==> src/rtl/lnk_wake_pkg.sv <==
package lnk_wake_pkg;

  typedef struct packed {
    logic pkt;   // armed by a link-on packet
    logic irq;   // armed by an interrupt condition
  } wake_cause_t;

  function automatic logic link_is_awake(input logic pwr_ok, input logic ctl_bit);
    return pwr_ok & ctl_bit;
  endfunction

  function automatic logic irq_qualifies(input logic port_flag, input logic any_res,
                                         input logic res_en);
    return port_flag | (any_res & res_en);
  endfunction

  // Next arming state from the current one and this cycle's events.
  function automatic wake_cause_t cause_next(input wake_cause_t cur, input logic awake,
                                             input logic brst, input logic pkt_stb,
                                             input logic irq_cond);
    wake_cause_t n;
    if (awake) begin
      n.pkt = 1'b0;
      n.irq = 1'b0;
    end else if (brst) begin
      n.pkt = 1'b0;
      n.irq = irq_cond;
    end else begin
      n.pkt = cur.pkt | pkt_stb;
      n.irq = cur.irq | irq_cond;
    end
    return n;
  endfunction

  // Square-wave level for a phase counter value.
  function automatic logic wave_level(input int unsigned phase, input int unsigned half);
    return phase < half;
  endfunction

endpackage

==> src/rtl/lnk_wake_cause.sv <==
module lnk_wake_cause
  import lnk_wake_pkg::*;
#(
  parameter int NUM_RES_EV = 3
) (
  input  logic                  clk,
  input  logic                  rst_n,
  input  logic                  pwr_ok,
  input  logic                  ctl_bit,
  input  logic                  pkt_stb,
  input  logic                  port_flag,
  input  logic [NUM_RES_EV-1:0] res_flags,
  input  logic                  res_en,
  input  logic                  brst,
  output logic                  awake,
  output logic                  irq_cond,
  output wake_cause_t           cause_q
);

  logic any_res;

  assign any_res  = |res_flags;
  assign awake    = link_is_awake(pwr_ok, ctl_bit);
  assign irq_cond = irq_qualifies(port_flag, any_res, res_en);

  always_ff @(posedge clk or negedge rst_n) begin
    if (!rst_n) begin
      cause_q <= '0;
    end else begin
      cause_q <= cause_next(cause_q, awake, brst, pkt_stb, irq_cond);
    end
  end

endmodule

==> src/rtl/lnk_wake_sqw.sv <==
module lnk_wake_sqw
  import lnk_wake_pkg::*;
#(
  parameter int PERIOD_CYC = 8
) (
  input  logic clk,
  input  logic rst_n,
  input  logic run,
  output logic level
);

  localparam int HALF  = PERIOD_CYC / 2;
  localparam int CNT_W = (PERIOD_CYC > 2) ? $clog2(PERIOD_CYC) : 1;
  localparam logic [CNT_W-1:0] LAST = CNT_W'(PERIOD_CYC - 1);

  logic [CNT_W-1:0] phase_q;

  // Held at zero while idle, so each arming starts a fresh high half.
  always_ff @(posedge clk or negedge rst_n) begin
    if (!rst_n) begin
      phase_q <= '0;
    end else if (!run) begin
      phase_q <= '0;
    end else if (phase_q == LAST) begin
      phase_q <= '0;
    end else begin
      phase_q <= phase_q + 1'b1;
    end
  end

  assign level = run & wave_level(int'(unsigned'(phase_q)), HALF);

endmodule

==> src/rtl/lnk_wake_gen.sv <==
module lnk_wake_gen
  import lnk_wake_pkg::*;
#(
  parameter int PERIOD_CYC = 8,
  parameter int NUM_RES_EV = 3
) (
  input  logic                  clk,
  input  logic                  rst_n,
  input  logic                  lps_ok_i,
  input  logic                  lctl_i,
  input  logic                  linkon_pkt_i,
  input  logic                  port_ev_i,
  input  logic [NUM_RES_EV-1:0] res_ev_i,
  input  logic                  res_int_en_i,
  input  logic                  bus_reset_i,
  output logic                  wake_o,
  output logic                  wake_oe_o
);

  // Named internal events, observed by the bound checker.
  logic        link_awake;
  logic        irq_cond;
  wake_cause_t cause_q;
  logic        pkt_pend;
  logic        irq_pend;
  logic        wake_on;

  lnk_wake_cause #(
    .NUM_RES_EV(NUM_RES_EV)
  ) cause_i (
    .clk      (clk),
    .rst_n    (rst_n),
    .pwr_ok   (lps_ok_i),
    .ctl_bit  (lctl_i),
    .pkt_stb  (linkon_pkt_i),
    .port_flag(port_ev_i),
    .res_flags(res_ev_i),
    .res_en   (res_int_en_i),
    .brst     (bus_reset_i),
    .awake    (link_awake),
    .irq_cond (irq_cond),
    .cause_q  (cause_q)
  );

  assign pkt_pend = cause_q.pkt;
  assign irq_pend = cause_q.irq;
  assign wake_on  = pkt_pend | irq_pend;

  lnk_wake_sqw #(
    .PERIOD_CYC(PERIOD_CYC)
  ) sqw_i (
    .clk  (clk),
    .rst_n(rst_n),
    .run  (wake_on),
    .level(wake_o)
  );

  assign wake_oe_o = rst_n;

endmodule

==> config.mk <==
export PLATFORM = sky130hd
export DESIGN_NAME = lnk_wake_gen
export DESIGN_NICKNAME = d
export VERILOG_FILES = /design/src/rtl/lnk_wake_pkg.sv /design/src/rtl/lnk_wake_cause.sv /design/src/rtl/lnk_wake_sqw.sv /design/src/rtl/lnk_wake_gen.sv
export SDC_FILE = /design/constraint.sdc
export NUM_CORES = 1
export LEC_CHECK = 0
export BUFFER_PORTS_ARGS = -buffer_cell sky130_fd_sc_hd__clkbuf_2
export CAP_MARGIN = 20
export CORE_AREA = 10 10 47 49
export CTS_CLUSTER_SIZE = 28
export DETAILED_ROUTE_END_ITERATION = 10
export DIE_AREA = 0 0 57 59
export GPL_TIMING_DRIVEN = 0
export MAX_ROUTING_LAYER = met4
export PLACE_DENSITY_LB_ADDON = 0.12
export REMOVE_ABC_BUFFERS = 1
export SLEW_MARGIN = 20
export SYNTH_ARGS = -nofsm -noshare
export SYNTH_HDL_FRONTEND = slang
export SYNTH_SLANG_ARGS = --single-unit
==> constraint.sdc <==
create_clock -name clk -period 1.5 [get_ports clk]
set_input_delay 0.45 -clock clk [delete_from_list [all_inputs] [get_ports clk]]
set_output_delay 0.45 -clock clk [all_outputs]
set_load 0.05 [all_outputs]
### Yosys cells after proc, flatten, opt, wreduce, memory -nomap -nowiden

Index checks and enable logic that the tools add are counted.

| word-level totals | value |
|---|---|
| logic and storage cells | 18 |
| bits of input ports | 11 |
| flip-flop bits (word level) | 5 |
| output and inout bits | 2 |
| bits in writable memories | 0 |
| bits in latches | 0 |
| ROM bits | 0 |
| memories kept | 0 |

| operators by class | value |
|---|---|
| bitwise logic cells | 7 |
| shifts and indexed selects | 0 |
| mux-type cells | 4 |
| equality and inequality tests | 1 |
| reduce and logical (&&, ||, !) cells | 1 |
| $mul | 0 |
| div/mod/pow operators | 0 |
| add/sub/neg operators | 1 |
| $lt $le $gt $ge | 1 |

Operator list:

| cell | number |
|---|---|
| two-way mux 3 bit | 2 |
| two-way mux 2 bit | 2 |
| bitwise OR 1 bit | 4 |
| adder 3 x 1 -> 3 bit (second input constant) | 1 |
| bitwise AND 1 bit | 3 |
| equality test 3 bit (second input constant) | 1 |
| less-than comparator 3 bit (second input constant) | 1 |
| OR reduction 3 bit | 1 |

### Logic depth before layout (Yosys ltp)

| logic depth | value |
|---|---|
| depth after elaboration | 6 |
| mapped depth | 3 |
| mapped depth without buffers | 3 |

### Cells and area by module

A second synthesis with hierarchy kept.

| second synthesis, totals | value |
|---|---|
| cells, all modules | 21 |
| area total of the unflattened synthesis | 254.0 µm² |

Modules (own cells, without submodules):

| module | instances | area each (µm²) | seq. area each (µm²) | cells each |
|---|---|---|---|---|
| lnk_wake_sqw | 1 | 131.4 | 75.1 | 9 |
| lnk_wake_cause | 1 | 108.9 | 50.0 | 10 |
| lnk_wake_gen | 1 | 13.8 | 0.0 | 2 |

### Least setup slack after synthesis

Ideal clock, no wire load.

| timing | value |
|---|---|
| path kind | register -> output |
| start | reg cause_i.cause_q[1] (netlist name) |
| end | out wake_o |
| path buffers | 0 |
| data arrival time | 1.034 ns |
| setup slack | 0.016 ns |
| data required time | 1.050 ns |
| stages on the path, launching flop included | 3 |
| path through | dfrtp_1 -> nor2_1 -> nor2_1 |

| on the way | value |
|---|---|
| longest elaborated chain between the ends | 2 |

RTL lines:

| what | RTL line | text |
|---|---|---|
| bitwise OR 1 bit | lnk_wake_gen.sv:47 | `assign wake_on = pkt_pend \| irq_pend;` |
| bitwise AND 1 bit | lnk_wake_sqw.sv:31 | `assign level = run & wave_level(int'(unsigned'(phase_q)), HALF);` |
| end: declaration | lnk_wake_gen.sv:16 | `output logic wake_o,` |

Every way passes these cells.

### Final worst setup path

| timing | value |
|---|---|
| start | reg cause_i.cause_q[0] (netlist name) |
| end | out wake_o |

| on the way | value |
|---|---|
| longest elaborated chain between the ends | 2 |

RTL lines:

| what | RTL line |
|---|---|
| bitwise OR 1 bit | lnk_wake_gen.sv:47 |
| bitwise AND 1 bit | lnk_wake_sqw.sv:31 |

Every way passes these cells.

==> impl_results.md <==
* Run status: complete, no violations
* Largest net degree at the start of global routing at 7
* Int Pwr at 350.2 µW
* Hold Buf Count CTS at 0
* CTS Buf Count at 3
* Final-report setup violation count at 0
* Max Fclk at 688.2 MHz
* Hold WC Path Type: input port to async pin
* Global-route wire length before repair at 952 µm
* CP required at 1.05 ns
* Vias at 199
* Clk_skew at 0.0004613 ns
* Root Buffer: clkbuf_4
* CTS tree: yes
* Vias in the first global route at 250
* Setup tns final at 0 ns
* RePlAce Congestion at 0.6185
* Actual slew at the worst max-slew pin at 0.2800 ns
* Starting density of the core at 15.63%
* FF-to-FF Start: sqw_i.phase_q[0]
* Met3 WL at 59 µm
* RSZ-0062 raised after global routing: no
* Final setup margin at 0.04691 ns
* Routed met2 length at 220 µm
* Logic pwr share at 30.6%
* Max_slew headroom at 81.41%
* Crit path time final at 1.453 ns
* DP Cell Count at 47
* Num ports at 13
* Worst Setup Start Kind: flip-flop
* CP Capture Type: output pin
* Reg2reg path depth at 3
* Finished Layout Cells at 53
* Fraction of layout instances using a drive strength above 1 at 48.65%
* Crit path capture: wake_o
* Maxcap violations at 0
* Avg Cell Area, Syn at 10.95 µm²
* Crit path DAT at 1.00 ns
* Post-detail-place hpwl at 484.2 µm
* Power per cell area at 1447 nW/µm²
* CTS sink cnt at 5
* Number of synthesized flops with an enable pin at 0
* Synth Warn # at 0
* WL met1 at 276 µm
* H-tree depth at 1
* DR DRC count at 0
* Clock Power Share at 31.0%
* # port buffers at 12
* Fin nets at 51
* Final worst-path cycle share at 96.87%
* Post-synthesis instance area at 219.0 µm²
* Final wirelength at 557 µm
* P&R area growth vs syn at 59.43%
* Grt total ovfl at 0
* Delay-heaviest family, CP: flip-flops
* Yosys top cell area share at 57.14%
* Die ar. at 3363 µm²
* Worst R2R End: sqw_i.phase_q[2]
* Switching pwr at 155.0 µW
* Ys flop type: dfrtp_1
* Antenna viol nets, final at 0
* Largest cells by area after synthesis: dfrtp_1 (57%), ha_1 (11%), nor2b_1 (8.6%)
* Reg power frac at 38.4%
* GRT Total Usage at 3.872%
* CP max-delay cell: dfrtp_1
* Avg WL per Cell at 10.51 µm
* Die W at 57 µm
* Worst-path cell chain: nor2_4, nor2_1, clkbuf_8
* Final Power at 505.2 µW
* Synth Register Bits at 5
* FFs w/ async S/R, synth at 100.0%
* Sw Ratio at 30.68%
* First-pass iteration count of the detailed router at 3
* Filler Cell Count at 163
* Post-synth top area cell: dfrtp_1
* Start point of the critical path: cause_i.cause_q[0]
* Critical path depth at 3
* Seq/Total Area, Yosys at 57.14%
* Worst hold-check slack at 0.02293 ns
* Most common library cells after synthesis: dfrtp_1 (5), nor2_1 (3), nor2b_1 (3), ha_1 (2), nand2_1 (2)
* Fin. Hold Viols at 0
* Pins Over Slew Limit at 0
* Reg2Reg Setup Slack at 0.43 ns
* Buf/Inv on CP at 1
* Peak supply drop at 583.4 µV
* Number of DRC markers in iteration 0 at 5
* DR vias/cell at 3.755
* Top Metal Used: met3
* Setup Slack @ Placement at 0.1144 ns
* Die height at 59 µm
* Initial antenna violation count at 0
* Mapped Cells at 20
* LEAKAGE at 0.1815 nW
* Clock latency at the later pin of the worst-skew pair at 0.24 ns
* Std-Cell Core Area at 1401 µm²
* Clock-pin slew on the worst setup and hold paths at 0.04 ns
* ANT cells at 0
* Cell with the most instances after synthesis: dfrtp_1
* Clk buf depth at 2
* CP Class: flip-flop to output pin
* Worst-path fanout max at 3
* Distinct cells, synth at 10
* Row count at 14
* Crit-path max cell delay at 0.40 ns
through the flow:
| step | instance area [µm²] | util [%] |
|---|---|---|
| 6_report | 349.1 | 24.91 |
| 5_1_grt | 349.1 | 24.91 |
| 4_1_cts | 334.1 | 23.84 |
| 3_5_place_dp | 291.5 | 20.80 |
| 3_3_place_gp | 291.5 | 20.80 |
| 2_1_floorplan | 211.5 | - |
registers in the layout, indices dropped and copies added, names as in the netlist:
signal	cells
cause_i.cause_q	2
sqw_i.phase_q	3
per-layer routing:
| metal | global-route usage (%) | vias to the layer above |
|---|---|---|
| met3 | 2.361 | 0 |
| met2 | 5.116 | 13 |
| met4 | 3.020 | 0 |
| li1 | - | 102 |
| met5 | - | - |
| met1 | 4.057 | 84 |
worst min path at each step:
stage,from,endpoint
2_1_floorplan,rst_n,cause_i.cause_q[0]
3_3_place_gp,rst_n,sqw_i.phase_q[2]
3_5_place_dp,rst_n,sqw_i.phase_q[2]
4_1_cts,rst_n,cause_i.cause_q[1]
5_1_grt,rst_n,sqw_i.phase_q[2]
6_report,rst_n,cause_i.cause_q[1]
placed cells by master, fill, tap and decap left out, drive strengths merged:
cell type,Yosys,layout
buf,1,2
clkbuf,0,16
dfrtp,5,5
ha,2,2
nand2,2,2
nor2,3,3
nor2b,3,3
nor3,1,1
o21ai,2,2
o311ai,1,1
worst register-to-register path: stages, from the launching register on:
cell     delay [ns]
dfrtp_1        0.38
ha_1           0.20
ha_1           0.26
nor2b_1        0.12
repair_timing:
item                       4_1_cts  5_1_grt
pin swaps                        0        1
setup buffers                    0        2
setup endpoints to repair        1        1
cloned                           0        0
resized for setup                4        0
layout make-up:
class                      count  area (µm²)  share of cell area, %
sequential                     5       125.1                  35.84
multi-input combinational     14       93.84                  26.88
timing repair buffer          14       83.83                  24.01
clock buffer                   4       26.28                  7.527
tap                           16       20.02                  5.735
power by group through the flow:
stage                     logic [mW]  clock network, mW  registers [mW]
after global routing           0.178              0.162           0.200
after global placement         0.131                  0           0.190
after floorplan               0.0917                  0           0.188
after detailed placement       0.134                  0           0.194
final                          0.155              0.156           0.194
after CTS                      0.152              0.160           0.195
logic make-up (layout without fill, tap and decap cells):
logic type / Yosys count / count (layout) / synth area share [%]
DFF: 5 / 5 / 57.14
and+or+nand+nor: 9 / 9 / 19.43
AOI/OAI and AO/OA: 3 / 3 / 8.568
adders and majority gates: 2 / 2 / 11.43
buffers and inverters: 1 / 18 / 3.430
(Power assumes the default switching activity.)
